===== src/rtl/scan_pkg.sv =====
package scan_pkg;
  localparam int SRC_V = 0;
  localparam int SRC_H = 1;
  localparam int SRC_W = 2;
  localparam logic [7:0] BLANK_FLAG = 8'h80;
endpackage


===== src/rtl/scan_vcounter.sv =====
module scan_vcounter #(
  parameter int LINE_W     = 9,
  parameter int NTSC_LINES = 262,
  parameter int PAL_LINES  = 312,
  parameter int SCREEN_H   = 224,
  parameter int FIRST_LINE = 1
) (
  input  logic              clk,
  input  logic              rst_n,
  input  logic              line_end,
  input  logic              pal_mode,
  output logic [LINE_W-1:0] vcount,
  output logic [LINE_W-1:0] vnext,
  output logic              at_blank,
  output logic              at_first
);
  localparam logic [LINE_W:0]   NTSC_LIM   = (LINE_W+1)'(NTSC_LINES);
  localparam logic [LINE_W:0]   PAL_LIM    = (LINE_W+1)'(PAL_LINES);
  localparam logic [LINE_W-1:0] BLANK_LINE = LINE_W'(SCREEN_H + FIRST_LINE);
  localparam logic [LINE_W-1:0] FIRST_VIS  = LINE_W'(FIRST_LINE);

  logic [LINE_W:0]   inc;
  logic [LINE_W:0]   lim;
  logic [LINE_W-1:0] vcount_d;

  always_comb begin
    lim      = pal_mode ? PAL_LIM : NTSC_LIM;
    inc      = {1'b0, vcount} + 1'b1;
    vnext    = (inc >= lim) ? '0 : inc[LINE_W-1:0];
    vcount_d = line_end ? vnext : vcount;
    at_blank = line_end && (vnext == BLANK_LINE);
    at_first = line_end && (vnext == FIRST_VIS);
  end

  always_ff @(posedge clk or negedge rst_n) begin
    if (!rst_n) vcount <= '0;
    else        vcount <= vcount_d;
  end
endmodule


===== src/rtl/scan_nmi_unit.sv =====
module scan_nmi_unit #(
  parameter int DLY_W = 8
) (
  input  logic             clk,
  input  logic             rst_n,
  input  logic             at_blank,
  input  logic             at_first,
  input  logic             nmi_enable,
  input  logic [DLY_W-1:0] nmi_delay,
  input  logic             cpu_waiting,
  output logic [7:0]       nmi_status,
  output logic             nmi_take,
  output logic             nmi_wake
);
  import scan_pkg::*;

  logic             pend, pend_d;
  logic [DLY_W-1:0] cnt, cnt_d;
  logic [7:0]       status_d;
  logic             take_d, wake_d;

  always_comb begin
    status_d = nmi_status;
    pend_d   = pend;
    cnt_d    = cnt;
    take_d   = 1'b0;
    wake_d   = 1'b0;
    if (pend) begin
      if (cnt <= DLY_W'(1)) begin
        pend_d = 1'b0;
        take_d = 1'b1;
        wake_d = cpu_waiting;
      end else begin
        cnt_d = cnt - 1'b1;
      end
    end
    if (at_blank) begin
      status_d = BLANK_FLAG;
      if (nmi_enable) begin
        pend_d = 1'b1;
        cnt_d  = nmi_delay;
      end
    end
    if (at_first) begin
      status_d = 8'h00;
      pend_d   = 1'b0;
      take_d   = 1'b0;
      wake_d   = 1'b0;
    end
  end

  always_ff @(posedge clk or negedge rst_n) begin
    if (!rst_n) begin
      nmi_status <= 8'h00;
      pend       <= 1'b0;
      cnt        <= '0;
      nmi_take   <= 1'b0;
      nmi_wake   <= 1'b0;
    end else begin
      nmi_status <= status_d;
      pend       <= pend_d;
      cnt        <= cnt_d;
      nmi_take   <= take_d;
      nmi_wake   <= wake_d;
    end
  end
endmodule


===== src/rtl/scan_irq_unit.sv =====
module scan_irq_unit #(
  parameter int LINE_W    = 9,
  parameter int IRQ_DELAY = 3
) (
  input  logic                        clk,
  input  logic                        rst_n,
  input  logic                        line_end,
  input  logic                        htimer_hit,
  input  logic [LINE_W-1:0]           vcount,
  input  logic [LINE_W-1:0]           vnext,
  input  logic                        vtimer_en,
  input  logic                        htimer_en,
  input  logic [LINE_W-1:0]           irq_line,
  input  logic                        cpu_waiting,
  input  logic                        cpu_irq_mask,
  input  logic                        irq_global_off,
  input  logic [scan_pkg::SRC_W-1:0]  src_clear,
  output logic [scan_pkg::SRC_W-1:0]  irq_sources,
  output logic                        irq_out,
  output logic                        irq_wake
);
  import scan_pkg::*;

  localparam int CW = $clog2(IRQ_DELAY + 1) + 1;

  logic [SRC_W-1:0] raise_bits, act_d;
  logic             pend, pend_d;
  logic [CW-1:0]    cnt, cnt_d;
  logic             wake_d;

  always_comb begin
    raise_bits        = '0;
    raise_bits[SRC_V] = line_end && vtimer_en && !htimer_en && (vnext == irq_line);
    raise_bits[SRC_H] = htimer_hit && htimer_en && (!vtimer_en || (vcount == irq_line));
    act_d  = (irq_sources & ~src_clear) | raise_bits;
    pend_d = pend;
    cnt_d  = cnt;
    wake_d = 1'b0;
    if (|raise_bits) begin
      pend_d = 1'b1;
      cnt_d  = cpu_waiting ? '0 : CW'(IRQ_DELAY);
      wake_d = cpu_waiting;
    end else if (pend) begin
      if (cnt == '0) begin
        if ((irq_sources == '0) || irq_global_off) pend_d = 1'b0;
      end else begin
        cnt_d = cnt - 1'b1;
      end
    end
    irq_out = pend && (cnt == '0) && (|irq_sources) && !irq_global_off && !cpu_irq_mask;
  end

  always_ff @(posedge clk or negedge rst_n) begin
    if (!rst_n) begin
      irq_sources <= '0;
      pend        <= 1'b0;
      cnt         <= '0;
      irq_wake    <= 1'b0;
    end else begin
      irq_sources <= act_d;
      pend        <= pend_d;
      cnt         <= cnt_d;
      irq_wake    <= wake_d;
    end
  end
endmodule


===== src/rtl/scanline_irq_gen.sv =====
module scanline_irq_gen #(
  parameter int LINE_W     = 9,
  parameter int NTSC_LINES = 262,
  parameter int PAL_LINES  = 312,
  parameter int SCREEN_H   = 224,
  parameter int FIRST_LINE = 1,
  parameter int DLY_W      = 8,
  parameter int IRQ_DELAY  = 3
) (
  input  logic              clk,
  input  logic              rst_n,
  input  logic              line_end,
  input  logic              htimer_hit,
  input  logic              pal_mode,
  input  logic              nmi_enable,
  input  logic [DLY_W-1:0]  nmi_delay,
  input  logic              vtimer_en,
  input  logic              htimer_en,
  input  logic [LINE_W-1:0] irq_line,
  input  logic              cpu_waiting,
  input  logic              cpu_irq_mask,
  input  logic              irq_global_off,
  input  logic [1:0]        src_clear,
  output logic [LINE_W-1:0] vcount,
  output logic [7:0]        nmi_status,
  output logic              nmi_take,
  output logic [1:0]        irq_sources,
  output logic              irq_out,
  output logic              cpu_wake
);
  logic [1:0]        rst_sync;
  logic              rst_int_n;
  logic [LINE_W-1:0] vnext;
  logic              at_blank, at_first;
  logic              nmi_wake, irq_wake;

  always_ff @(posedge clk or negedge rst_n) begin
    if (!rst_n) rst_sync <= 2'b00;
    else        rst_sync <= {rst_sync[0], 1'b1};
  end
  assign rst_int_n = rst_sync[1];

  scan_vcounter #(
    .LINE_W(LINE_W), .NTSC_LINES(NTSC_LINES), .PAL_LINES(PAL_LINES),
    .SCREEN_H(SCREEN_H), .FIRST_LINE(FIRST_LINE)
  ) u_vcnt (
    .clk(clk), .rst_n(rst_int_n), .line_end(line_end), .pal_mode(pal_mode),
    .vcount(vcount), .vnext(vnext), .at_blank(at_blank), .at_first(at_first)
  );

  scan_nmi_unit #(.DLY_W(DLY_W)) u_nmi (
    .clk(clk), .rst_n(rst_int_n), .at_blank(at_blank), .at_first(at_first),
    .nmi_enable(nmi_enable), .nmi_delay(nmi_delay), .cpu_waiting(cpu_waiting),
    .nmi_status(nmi_status), .nmi_take(nmi_take), .nmi_wake(nmi_wake)
  );

  scan_irq_unit #(.LINE_W(LINE_W), .IRQ_DELAY(IRQ_DELAY)) u_irq (
    .clk(clk), .rst_n(rst_int_n), .line_end(line_end), .htimer_hit(htimer_hit),
    .vcount(vcount), .vnext(vnext), .vtimer_en(vtimer_en), .htimer_en(htimer_en),
    .irq_line(irq_line), .cpu_waiting(cpu_waiting), .cpu_irq_mask(cpu_irq_mask),
    .irq_global_off(irq_global_off), .src_clear(src_clear),
    .irq_sources(irq_sources), .irq_out(irq_out), .irq_wake(irq_wake)
  );

  assign cpu_wake = nmi_wake | irq_wake;
endmodule


===== config.mk =====
export PLATFORM = sky130hd
export DESIGN_NAME = scanline_irq_gen
export DESIGN_NICKNAME = d
export VERILOG_FILES = /design/src/rtl/scan_pkg.sv /design/src/rtl/scan_vcounter.sv /design/src/rtl/scan_nmi_unit.sv /design/src/rtl/scan_irq_unit.sv /design/src/rtl/scanline_irq_gen.sv
export SDC_FILE = /design/constraint.sdc
export NUM_CORES = 1
export LEC_CHECK = 0
export BUFFER_PORTS_ARGS = -buffer_cell sky130_fd_sc_hd__buf_2
export CORE_MARGIN = 5
export CORE_UTILIZATION = 55
export CTS_BUF_LIST = sky130_fd_sc_hd__clkbuf_16
export CTS_CLUSTER_SIZE = 20
export DETAILED_ROUTE_END_ITERATION = 8
export MAX_ROUTING_LAYER = met4
export PLACE_DENSITY = 0.94
export SETUP_SLACK_MARGIN = 0.15
export SLEW_MARGIN = 20
export SYNTH_ARGS = -nofsm -noshare
export SYNTH_HDL_FRONTEND = slang
export SYNTH_HIERARCHICAL = 1
export SYNTH_SLANG_ARGS = --single-unit
export TNS_END_PERCENT = 1

===== constraint.sdc =====
create_clock -name clk -period 2.6 [get_ports clk]
set_input_delay 0.39 -clock clk [delete_from_list [all_inputs] [get_ports clk]]
set_output_delay 0.39 -clock clk [all_outputs]
set_load 0.1 [all_outputs]

==> metrics.txt <==
family with the most delay on the worst path simple AND/OR/NAND/NOR gates; Synth cell types 50; Critical Path AT 3.46 ns; setup violators final 18; worst-case clock buffer depth 2; Rows 22; period utilization 1.256; clock net sink count 30; Crit Path Max Fanout 6; routed vias/inst between 5 and 6; WL per Instance 19.47 µm; Die Y 72.84 µm; DP Worst Slack -0.6132 ns; Levels on crit path 14; run status finished with violations; Leakage 1.439 nW; Skew-Pair Late Insertion Delay 0.28 ns; DRC 0; H-tree depth 2; # port buffers between 40 and 50; die area ~0.0053 mm²; r2r setup slk -0.67 ns; pin count of the biggest net entering global routing 29; post-synthesis sequential area ratio 0.3456; Critical path origin u_vcnt/vcount[0]$_DFFE_PN0P_; Total GRT Usage 0.2653; PnR worst setup slack -0.6651 ns; element type at the critical path start flop; Starting Density 0.5802; async set-reset flop share out of synthesis 1.000; final hold violations 0; Filler cells ~210; finished layout cell area 0.003054 mm²; prevailing post-synth register cell dfrtp_1; sequential share of power 0.247; synthesis warning total 6; Chip Width 72.84 µm; Max Clock Skew 0.004758 ns; number of routed nets with antenna violations 0; first-iteration detailed-routing DRC count between 200 and 250; setup total negative slack -6.713 ns; Worst Hold Class reg2async; fmax roughly 310 MHz; failing checks negative setup slack; WL final 7224 µm; sw frac 0.4807; Gate power share 0.586; Area Growth Syn to Fin 40.61%; CP required around 2.8 ns; worst path cell trace ha_4 -> and3_4 -> xnor2_2 -> ha_1 -> nand4_1 -> o22ai_2 -> nor3_4 -> a2bb2oi_4 -> nor2_1 -> xor2_1 -> nor4_2 -> nand3_1 -> nand2_2 -> mux2i_1; worst reg2reg path startpoint u_vcnt/vcount[0]$_DFFE_PN0P_; Mapped Cells between 200 and 250; layout cells sized above 1 0.4551; Pint ~1.7 mW; I/O pin count 52; Layout Nets around 360; Final Util 0.8158; Post-DP HPWL around 4400 µm; placed cell area between 0.002 and 0.003 mm²; via count 2193; switching power between 1.5 and 2 mW; gr ovfl total 0; clk slew on worst S/H paths around 0.05 ns; WP buf/inv 0; number of synthesized flops with an enable pin 0; crit-path max cell delay 0.49 ns; synthesized area between 0.002 and 0.0025 mm²; minimum clock period 3.265 ns; Placer Congestion 0.8672; vias in the first global route 2209; Worst Setup Path Type reg2reg; root buf cell clkbuf_16; R2R Path End u_irq/cnt[0]$_DFFE_PN0P_; end point of the critical path u_irq/cnt[0]$_DFFE_PN0P_; core area 0.003744 mm²; global-route wire length before repair 10410 µm; hold slack around 0.24 ns; clock group share of total power 0.167; slowest cell on the critical path dfrtp_4; DRT Pass-1 Iters 5; Inserted Diodes 0; Max Cap Violations 0; Final Max Tran Viols 0; CTS buffer count 5; Worst setup EP type flop; Worst R2R Path Depth 14; synthesized area per cell between 9 and 10 µm²; Pwr Density ~1100 mW/mm²; Synth Register Bits 30; RSZ-0062 raised after global routing yes; TritonCTS clock tree done; initial antenna violation count 0; peak supply drop around 0.0012 V
[metal layers]
metal	wire, µm	track usage	part of all wire	vias up
li1	-	-	-	962
met4	382	0.1332	0.053	0
met5	0	-	0	-
met2	3688	0.4509	0.51	153
met3	575	0.05234	0.080	44
met1	2578	0.2948	0.36	1034
[cells in the mapped netlist, drive strengths merged (3+ instances only)]
master | instances | area, µm²
or3 | 4 | 25.02
a21oi | 7 | 35.03
o21ai | 11 | 55.05
nor2 | 15 | 56.30
o31ai | 5 | 61.30
nand3 | 9 | 50.05
nor2b | 5 | 31.28
and2 | 3 | 18.77
nor3 | 9 | 76.33
dfrtp | 30 | 750.7
xor2 | 22 | 200.2
mux2 | 3 | 33.78
clkbuf | 4 | 15.01
o22ai | 7 | 75.07
nor4 | 8 | 50.05
inv | 16 | 60.06
buf | 8 | 63.81
ha | 10 | 125.1
xnor2 | 10 | 87.58
nand2 | 23 | 88.84
nand2b | 3 | 18.77
[what timing repair did]
action,in CTS,in global routing
pin swaps,13,2
setup endpoints to repair,18,26
resized for setup,10,13
hold endpoints to repair,2,0
hold buffers,1,0
buffers inserted,7,0
[state kept, by name, indices dropped and copies added (netlist names)]
signal	flops
u_irq/pend	1
u_irq/irq_sources	2
u_nmi/pend	1
u_nmi/nmi_wake	1
u_nmi/nmi_take	1
u_vcnt/vcount	9
rst_sync	2
u_irq/irq_wake	1
u_nmi/nmi_status	1
u_nmi/cnt	8
u_irq/cnt	3
[worst min path at each step]
stage / start / endpoint / cells past startpoint
floorplan: rst_n / rst_sync[0]$_DFF_PN0_ / 0
CTS: rst_sync[1]$_DFF_PN0_ / u_vcnt/vcount[8]$_DFFE_PN0P_ / 1
finish: rst_sync[1]$_DFF_PN0_ / u_vcnt/vcount[8]$_DFFE_PN0P_ / 1
global placement: rst_n / rst_sync[0]$_DFF_PN0_ / 1
detailed placement: rst_n / rst_sync[1]$_DFF_PN0_ / 1
global route: rst_sync[1]$_DFF_PN0_ / u_nmi/cnt[0]$_DFF_PN0_ / 1
[area by class of cell]
cell class | instances | area (µm²) | area share
clock inverter | 3 | 16.27 | 0.005326
multi-input combinational | 181 | 1453 | 0.4756
clock buffer | 5 | 125.1 | 0.04097
sequential | 30 | 772.0 | 0.2528
tap | 48 | 60.06 | 0.01966
timing repair buffer | 88 | 568.0 | 0.1860
inverter | 16 | 60.06 | 0.01966
[through the flow]
step / std cells / total power [mW]
floorplan: 239 / 2.014
global placement: 355 / 2.442
detailed placement: 355 / 2.535
CTS: 371 / 3.140
global route: 371 / 3.464
finish: 371 / 3.311
[logic make-up after synthesis]
logic type | Yosys count | share of synthesized area
XOR/XNOR | 32 | 0.1325
multiplexers | 5 | 0.02477
flip-flops | 30 | 0.3456
buffers and inverters | 28 | 0.06394
adder cells (fa/ha/maj) | 10 | 0.05760
AND/OR/NAND/NOR | 87 | 0.2247
AO/OA/AOI/OAI | 39 | 0.1475
other | 2 | 0.003458
[power by group through the flow]
| stage | Combinational, mW | Sequential, mW | Clock [mW] |
|---|---|---|---|
| 6_report | 1.94 | 0.817 | 0.552 |
| 2_1_floorplan | 0.854 | 1.16 | 0 |
| 3_3_place_gp | 1.65 | 0.792 | 0 |
| 5_1_grt | 2.06 | 0.834 | 0.574 |
| 4_1_cts | 1.79 | 0.798 | 0.550 |
| 3_5_place_dp | 1.73 | 0.802 | 0 |
[placed cells by master (no fill, tap or decap), types with 2 or more instances in the layout]
cell type and instances:
dfrtp_2 2, nand3_1 8, o22ai_2 6, buf_2 44, nor3_1 2, a21oi_1 6
xor2_1 19, nor2_2 3, conb_1 8, and2_1 2, xor2_2 3, nor4_2 4
xnor2_2 2, dfrtp_4 5, or3_1 4, o21ai_1 4, mux2_2 2, nor3b_1 2
buf_6 4, mux2i_1 2, nor3_2 4, inv_1 16, buf_4 39, nor2b_1 4
dfrtp_1 23, o31ai_2 4, nor3_4 3, o21ai_0 7, ha_1 9, clkbuf_16 5
xnor2_1 8, and3_4 2, nor4_1 4, nor2_1 11, nand2_1 22, nand2b_1 3
(Power assumes the default switching activity.)
